==> src/rtl/xbus_master.sv <==
module xbus_master #(
  parameter int LATCHES = 3,
  parameter int WAIT_W  = 3
) (
  input  logic              clk,
  input  logic              rst,
  input  logic              enable_style,
  input  logic [WAIT_W-1:0] min_wait,
  input  logic              req_valid,
  input  logic              req_write,
  input  logic [27:0]       req_addr,
  input  logic [1:0]        req_cs,
  input  logic [7:0]        req_wdata,
  output logic              busy,
  output logic              done,
  output logic [7:0]        rdata,
  output logic [11:0]       addr_out,
  output logic [7:0]        xd_out,
  output logic              xd_oe,
  input  logic [7:0]        xd_in,
  output logic [2:0]        strobe,
  output logic [3:0]        cs_n,
  output logic              ctl_a,
  output logic              ctl_b,
  input  logic              ready,
  input  logic              irq_in,
  output logic              irq_out
);

  typedef enum logic [2:0] {S_IDLE, S_SETUP, S_STB, S_HOLD, S_DATA, S_WHOLD} state_t;

  localparam logic [1:0] LAST_K = 2'(LATCHES - 1);

  state_t            state;
  logic [1:0]        k;
  logic [WAIT_W-1:0] cnt;
  logic [27:0]       addr_q;
  logic              wr_q;
  logic [1:0]        cs_q;
  logic [7:0]        wdata_q;

  wire addr_phase = (state == S_SETUP) || (state == S_STB) || (state == S_HOLD);
  wire data_phase = (state == S_DATA);

  always_ff @(posedge clk) begin
    if (rst) begin
      state   <= S_IDLE;
      k       <= '0;
      cnt     <= '0;
      addr_q  <= '0;
      wr_q    <= 1'b0;
      cs_q    <= '0;
      wdata_q <= '0;
      rdata   <= '0;
      done    <= 1'b0;
    end else begin
      done <= 1'b0;
      case (state)
        S_IDLE: if (req_valid) begin
          addr_q  <= req_addr;
          wr_q    <= req_write;
          cs_q    <= req_cs;
          wdata_q <= req_wdata;
          cnt     <= min_wait;
          k       <= '0;
          state   <= S_SETUP;
        end
        S_SETUP: state <= S_STB;
        S_STB:   state <= S_HOLD;
        S_HOLD: begin
          if (k == LAST_K) state <= S_DATA;
          else begin
            k     <= k + 2'd1;
            state <= S_SETUP;
          end
        end
        S_DATA: begin
          if (cnt != '0) cnt <= cnt - 1'b1;
          else if (ready) begin
            if (wr_q) state <= S_WHOLD;
            else begin
              rdata <= xd_in;
              done  <= 1'b1;
              state <= S_IDLE;
            end
          end
        end
        S_WHOLD: begin
          done  <= 1'b1;
          state <= S_IDLE;
        end
        default: state <= S_IDLE;
      endcase
    end
  end

  assign busy     = (state != S_IDLE);
  assign addr_out = addr_q[11:0];
  assign xd_oe    = addr_phase || (wr_q && (data_phase || state == S_WHOLD));
  assign xd_out   = addr_phase ? addr_q[8*int'(k)+4 +: 8] : (xd_oe ? wdata_q : 8'h00);
  assign strobe   = (state == S_STB) ? 3'(1 << k) : 3'b000;
  assign cs_n     = data_phase ? ~4'(1 << cs_q) : 4'hF;
  assign ctl_a    = enable_style ? data_phase : ~(data_phase && !wr_q);
  assign ctl_b    = enable_style ? ~(data_phase && wr_q) : ~(data_phase && wr_q);
  assign irq_out  = irq_in;

  assert_idle_quiet_R1: assert property (@(posedge clk) disable iff (rst)
    !busy |-> ((&cs_n) && strobe == 3'b000 && !xd_oe));

  assert_strobe_setup_R3: assert property (@(posedge clk) disable iff (rst)
    (|strobe) |-> (xd_oe && $past(xd_oe) && xd_out == $past(xd_out) && $past(strobe) == 3'b000));

  assert_strobe_hold_R3: assert property (@(posedge clk) disable iff (rst)
    (|$past(strobe)) |-> (xd_oe && xd_out == $past(xd_out) && strobe == 3'b000));

  assert_ready_extends_R9: assert property (@(posedge clk) disable iff (rst)
    (!(&cs_n) && !ready) |=> !(&cs_n));

  assert_done_after_busy_R10: assert property (@(posedge clk) disable iff (rst)
    done |-> ($past(busy) && !busy));

endmodule

==> config.mk <==
export PLATFORM = sky130hd
export DESIGN_NAME = xbus_master
export DESIGN_NICKNAME = d
export VERILOG_FILES = /design/src/rtl/xbus_master.sv
export SDC_FILE = /design/constraint.sdc
export NUM_CORES = 1
export LEC_CHECK = 0
export CORE_MARGIN = 2
export CORE_UTILIZATION = 35
export CTS_BUF_LIST = sky130_fd_sc_hd__clkbuf_8
export CTS_CLUSTER_DIAMETER = 200
export DETAILED_ROUTE_END_ITERATION = 16
export HOLD_SLACK_MARGIN = 0.05
export PLACE_DENSITY_LB_ADDON = 0.3
export SETUP_SLACK_MARGIN = 0.15
export SLEW_MARGIN = 20
export SYNTH_ARGS = -nofsm -noshare
export SYNTH_HDL_FRONTEND = slang
export SYNTH_SLANG_ARGS = --single-unit
==> constraint.sdc <==
create_clock -name clk -period 3.2 [get_ports clk]
set_clock_uncertainty 0.2 [all_clocks]
set_input_delay 0.32 -clock clk [delete_from_list [all_inputs] [get_ports clk]]
set_output_delay 0.32 -clock clk [all_outputs]
set_load 0.02 [all_outputs]
# ---- After elaboration in Yosys (flattened, before gate mapping)
# Cells that the tools add are included.
dict set report word_totals {
  regBits 56
  wordCells 70
}
dict set report classes {
  add_sub_neg 3
  eq_ne 11
  shifts 3
  n_mux 21
  bitwise 5
  n_reduce_logical 18
}
# cell count
set op_table {}
lappend op_table {{indexed part select 28 x 7 -> 8 bit} 1}
lappend op_table {{2-to-1 mux 3 bit} 8}
lappend op_table {{2-to-1 mux 8 bit} 2}
lappend op_table {{case mux 3 bit (5 select lines)} 1}
lappend op_table {{AND reduction 3 bit} 3}
lappend op_table {{!= test 2 bit (second input constant)} 4}
lappend op_table {{adder 5 x 3 -> 6 bit (second input constant)} 1}
lappend op_table {{== test 3 x 2 -> 1 bit (second input constant)} 2}
lappend op_table {{== test 3 bit (second input constant)} 2}
lappend op_table {{case mux 3 bit (2 select lines)} 1}
lappend op_table {{nonzero test 3 bit} 2}
lappend op_table {{logical OR 1 bit} 4}
lappend op_table {{2-to-1 mux 1 bit} 4}
lappend op_table {{2-to-1 mux 2 bit} 2}
lappend op_table {{2-to-1 mux 4 bit} 1}
lappend op_table {{NOT 1 bit} 4}
lappend op_table {{NOT 4 bit} 1}
lappend op_table {{case mux 2 bit (2 select lines)} 1}
lappend op_table {{AND reduction 4 bit} 1}
lappend op_table {{nonzero test 2 bit} 2}
lappend op_table {{<< shifter 1 x 2 -> 4 bit (first input constant)} 1}
lappend op_table {{== test 3 x 1 -> 1 bit (second input constant)} 1}
lappend op_table {{logical AND 1 bit} 3}
lappend op_table {{zero test 3 bit} 1}
lappend op_table {{other kinds (8)} 8}

# ---- Depth between registers and ports, before layout
dict set report logic_depth {
  word_depth 6
  ltp_mapped 6
  ltp_nobuf 5
}

# ---- Least setup slack after synthesis
# OpenSTA, ideal clock, no wires.
dict set report synth_path {
  kind {reg-to-output}
  startpoint {register state[2]}
  endpoint {output port cs_n[0]}
  arrival_ns 1.326
  required_time_ns 2.680
  slack_ns 1.354
  path_stages_with_launch 5
  n_path_buf 2
  path_cell_list {dfxtp_1 buf_4 or3b_1 buf_6 or3_1}
}
dict set report synth_between {
  elab_chain_len 2
}
# element line
set synth_lines {}
lappend synth_lines {{start: declaration} 34} ;# state_t state;
lappend synth_lines {{start signal: assignment} 47} ;# state <= S_IDLE;
lappend synth_lines {{start signal: assignment} 66} ;# state <= S_SETUP;
lappend synth_lines {{start signal: assignment} 68} ;# S_SETUP: state <= S_STB;
lappend synth_lines {{== test 3 bit} 43} ;# wire data_phase = (state == S_DATA);
lappend synth_lines {{2-to-1 mux 4 bit} 102} ;# assign cs_n = data_phase ? ~4'(1 << cs_q) : 4'hF;
lappend synth_lines {{end: declaration} 22} ;# output logic [3:0] cs_n,
# Every way passes these cells.

# ---- Worst setup path after layout
dict set report layout_path {
  startpoint {register state[1]}
  endpoint {output port xd_out[6]}
}
dict set report layout_between {
  elab_chain_len 6
  word_cells_on_any_way 12
}
# element line
set layout_lines {}
lappend layout_lines {{== test 3 x 1 -> 1 bit (tied with other cells)} 42} ;# wire addr_phase = (state == S_SETUP) || (state == S_STB) || (state == S_HOLD);
lappend layout_lines {{logical OR 1 bit (on tied branches)} {42, 99}}
lappend layout_lines {{logical OR 1 bit / logical AND 1 bit (equally long branches)} {42, 99}}
lappend layout_lines {{logical OR 1 bit} 99} ;# assign xd_oe = addr_phase || (wr_q && (data_phase || state == S_WHOLD));
lappend layout_lines {{2-to-1 mux 8 bit} 100} ;# assign xd_out = addr_phase ? addr_q[8*int'(k)+4 +: 8] : (xd_oe ? wdata_q : 8'h00);
lappend layout_lines {{2-to-1 mux 8 bit *} 100}
lappend layout_lines {{end: declaration} 18} ;# output logic [7:0] xd_out,
# Every way passes the cells marked *; elsewhere a longest branch is shown, timed or not.

==> flow_summary.ini <==
[drt]
postRouteAntennaNets = 0
drc = 0
num_vias = 2433
wl_per_cell_um = 13.6
drtPass1Iterations = 4
routed_wl_mm = 6.89
first_iter_violations = 136
viasPerCell = 4.81

[synthesis]
yosysSeqAreaShare = 0.407
synth_edf_count = 0
netlist_instances = 334
synth_commonest_cells = nand2_1, dfxtp_1, a21oi_1, mux2i_1
synth_area_leaders = dfxtp_1, nand2_1, a21oi_1
synth-seq-cells = 56
synthArstFlopShare = 0
yosys_warnings = 0
syn_area_um2 = 2750
synth_cell_types = 44
synth_top_cell_by_area = dfxtp_1
yosysTopAreaCellShare = 0.407
synth_ff_type = dfxtp_1
syn_nets = 395
yosys.cell_count.top_type = nand2_1
avgSynthCellArea_um2 = 8.24

[sta]
tightest_slew_ps = 632
hold_ws_ps = 260
relSlewSlack = 0.578
rsz0062_at_grt = false
timing.fmax_mhz = 347
hold_viol_final = 0
tns_ps = 0
min_period_ps = 2880
slew_violations = 0
finalCritPeriodShare = 0.900
setup_viol = 0

[finish]
area_delta_synth_final_pct = 36.7
layoutNonFillerInstCount = 506
drive_gt1_frac = 0.0545
antennaDiodeCount = 0
design_area_um2 = 3760
nets = 464

[clocking]
root_buffer = clkbuf_8
cts_tree = yes
numCtsBuffers = 5
clk_latency_ps = 310
htree_num_levels = 2
clkTransAtPathRegs_ps = 100
cts_hold_buf = 0
clock-sinks = 56
clk_path_buf_depth = 2

[run_status]
status = complete, no violations

[critical_path]
worstSetupStartpointType = flip-flop
r2r-start = state[0]
cp_cell_sequence = or2_4 -> and2b_1 -> a22o_1 -> clkdlybuf4s50_1
crit_type = reg2out
critPathMaxFanout = 16
cp_top_family = flip-flops
cp_num_buf_inv = 1
ff2ff_path_depth = 3
critical_path.max_stage_delay_ps = 650
arrival_ps = 2360
end_kind = primary output
r2r_end = cnt[0]
critPathRequiredTime_ps = 2680
rrSetupSlack_ps = 1250
critPathSlowestCell = dfxtp_1

[pwr]
power.clock.fraction = 0.279
p_comb_frac = 0.244
seqPwrFrac = 0.476
p_per_area_nw_per_um2 = 446
p_int_mw = 1.19
power_mw = 1.68
p_leak_nw = 1.36
peakVddDrop_uv = 171
switching_share = 0.293
switchingPower_mw = 0.492

[die]
initial_utilization = 0.358
core_region_area_um2 = 7690
die_h_um = 92.7
die_w_um = 92.7
dieArea_um2 = 8590
num_rows = 32
io_pins = 97

[global_routing]
grt_pass1_wl_mm = 10.9
antenna_found_initial = 0
grt_max_degree = 45
grt_overflow = 0
track_usage = 0.158
grt_pass1_vias = 2266

[place]
port_buffers = 94
placedCellCount = 498
dpl.hpwl_mm = 4.83
place.gp.congestion = 0.775
placed_area_um2 = 3650

[hold_path]
min_from = addr_q[20]
worstHoldPathType = reg2reg
min_path_cells = 2
min_to = addr_q[20]

[job]
drv_cap = 0
-- worst register-to-register path: cells and delay by family, from the launching register on --
| kind | cells | cell delay (ps) |
|---|---|---|
| AO/OA/AOI/OAI | 2 | 510 |
| AND/OR/NAND/NOR | 1 | 650 |
| flip-flops | 1 | 470 |
-- worst max path at each step --
stage	from	to	slack [ps]	cells past startpoint
2_1_floorplan	state[2]	cs_n[0]	1350	4
3_3_place_gp	state[1]	xd_out[6]	680	4
3_5_place_dp	state[1]	xd_out[6]	640	4
4_1_cts	state[1]	xd_out[6]	280	4
5_1_grt	state[1]	xd_out[6]	160	4
6_report	state[1]	xd_out[6]	320	4
-- final cells by class --
cell class / count / area (um^2)
Tap cell: 102 / 128
Clock inverter: 3 / 42.5
Clock buffer: 5 / 68.8
Inverter: 7 / 26.3
Fill cell: 768 / 3930
Sequential cell: 56 / 1120
Timing Repair Buffer: 100 / 981
Multi-Input combinational cell: 233 / 1400
-- repair_timing --
| item | CTS | global route |
|---|---|---|
| buffers inserted | 0 | 0 |
| setup endpoints to repair | 0 | 1 |
| resized for setup | 0 | 1 |
-- metal layers --
metal | track usage | wire length, um
met1 | 0.213 | 3270
met2 | 0.254 | 3180
met3 | 0.0301 | 341
met4 | 0.0551 | 97
met5 | 0 | 0
-- state kept, by name, summed over array words and instances (netlist names) --
signal,flops
addr_q,28
cnt,3
cs_q,2
done,1
k,2
rdata,8
state,3
wdata_q,8
wr_q,1
-- stage by stage --
stage               setup WS (ps)   util
floorplan                    1350      -
global placement              684  0.475
detailed placement            643  0.475
CTS                           284  0.489
global route                  164  0.489
finish                        320  0.489
-- power by group through the flow --
| stage | registers [mW] | logic, mW | clock network (mW) |
|---|---|---|---|
| 5_1_grt | 0.809 | 0.449 | 0.517 |
| 4_1_cts | 0.800 | 0.415 | 0.488 |
| 2_1_floorplan | 0.793 | 0.278 | 0 |
| 6_report | 0.800 | 0.410 | 0.469 |
| 3_5_place_dp | 0.815 | 0.414 | 0 |
| 3_3_place_gp | 0.815 | 0.407 | 0 |
-- layout by cell type, fill, tap and decap left out, drive strengths merged, types with 5 or more instances in the layout --
cell type	instances
ha	5
clkbuf	5
nor2	5
clkdlybuf4s50	93
mux2i	19
nand2	102
inv	8
a22o	8
o2bb2ai	8
buf	7
a21oi	42
dfxtp	56
-- kinds of logic (layout without fill, tap and decap cells) --
family                     count (synthesis)  after routing  share of synthesized area
and+or+nand+nor                          141            141                      0.246
AOI/OAI and AO/OA                         67             67                      0.162
DFF                                       56             56                      0.407
buffers and inverters                     45            115                     0.0896
muxes                                     19             19                     0.0691
adders and majority gates                  5              5                     0.0227
xor gates and xnor gates                   1              1                    0.00318
No activity file was read; power rests on OpenSTA's default activity.
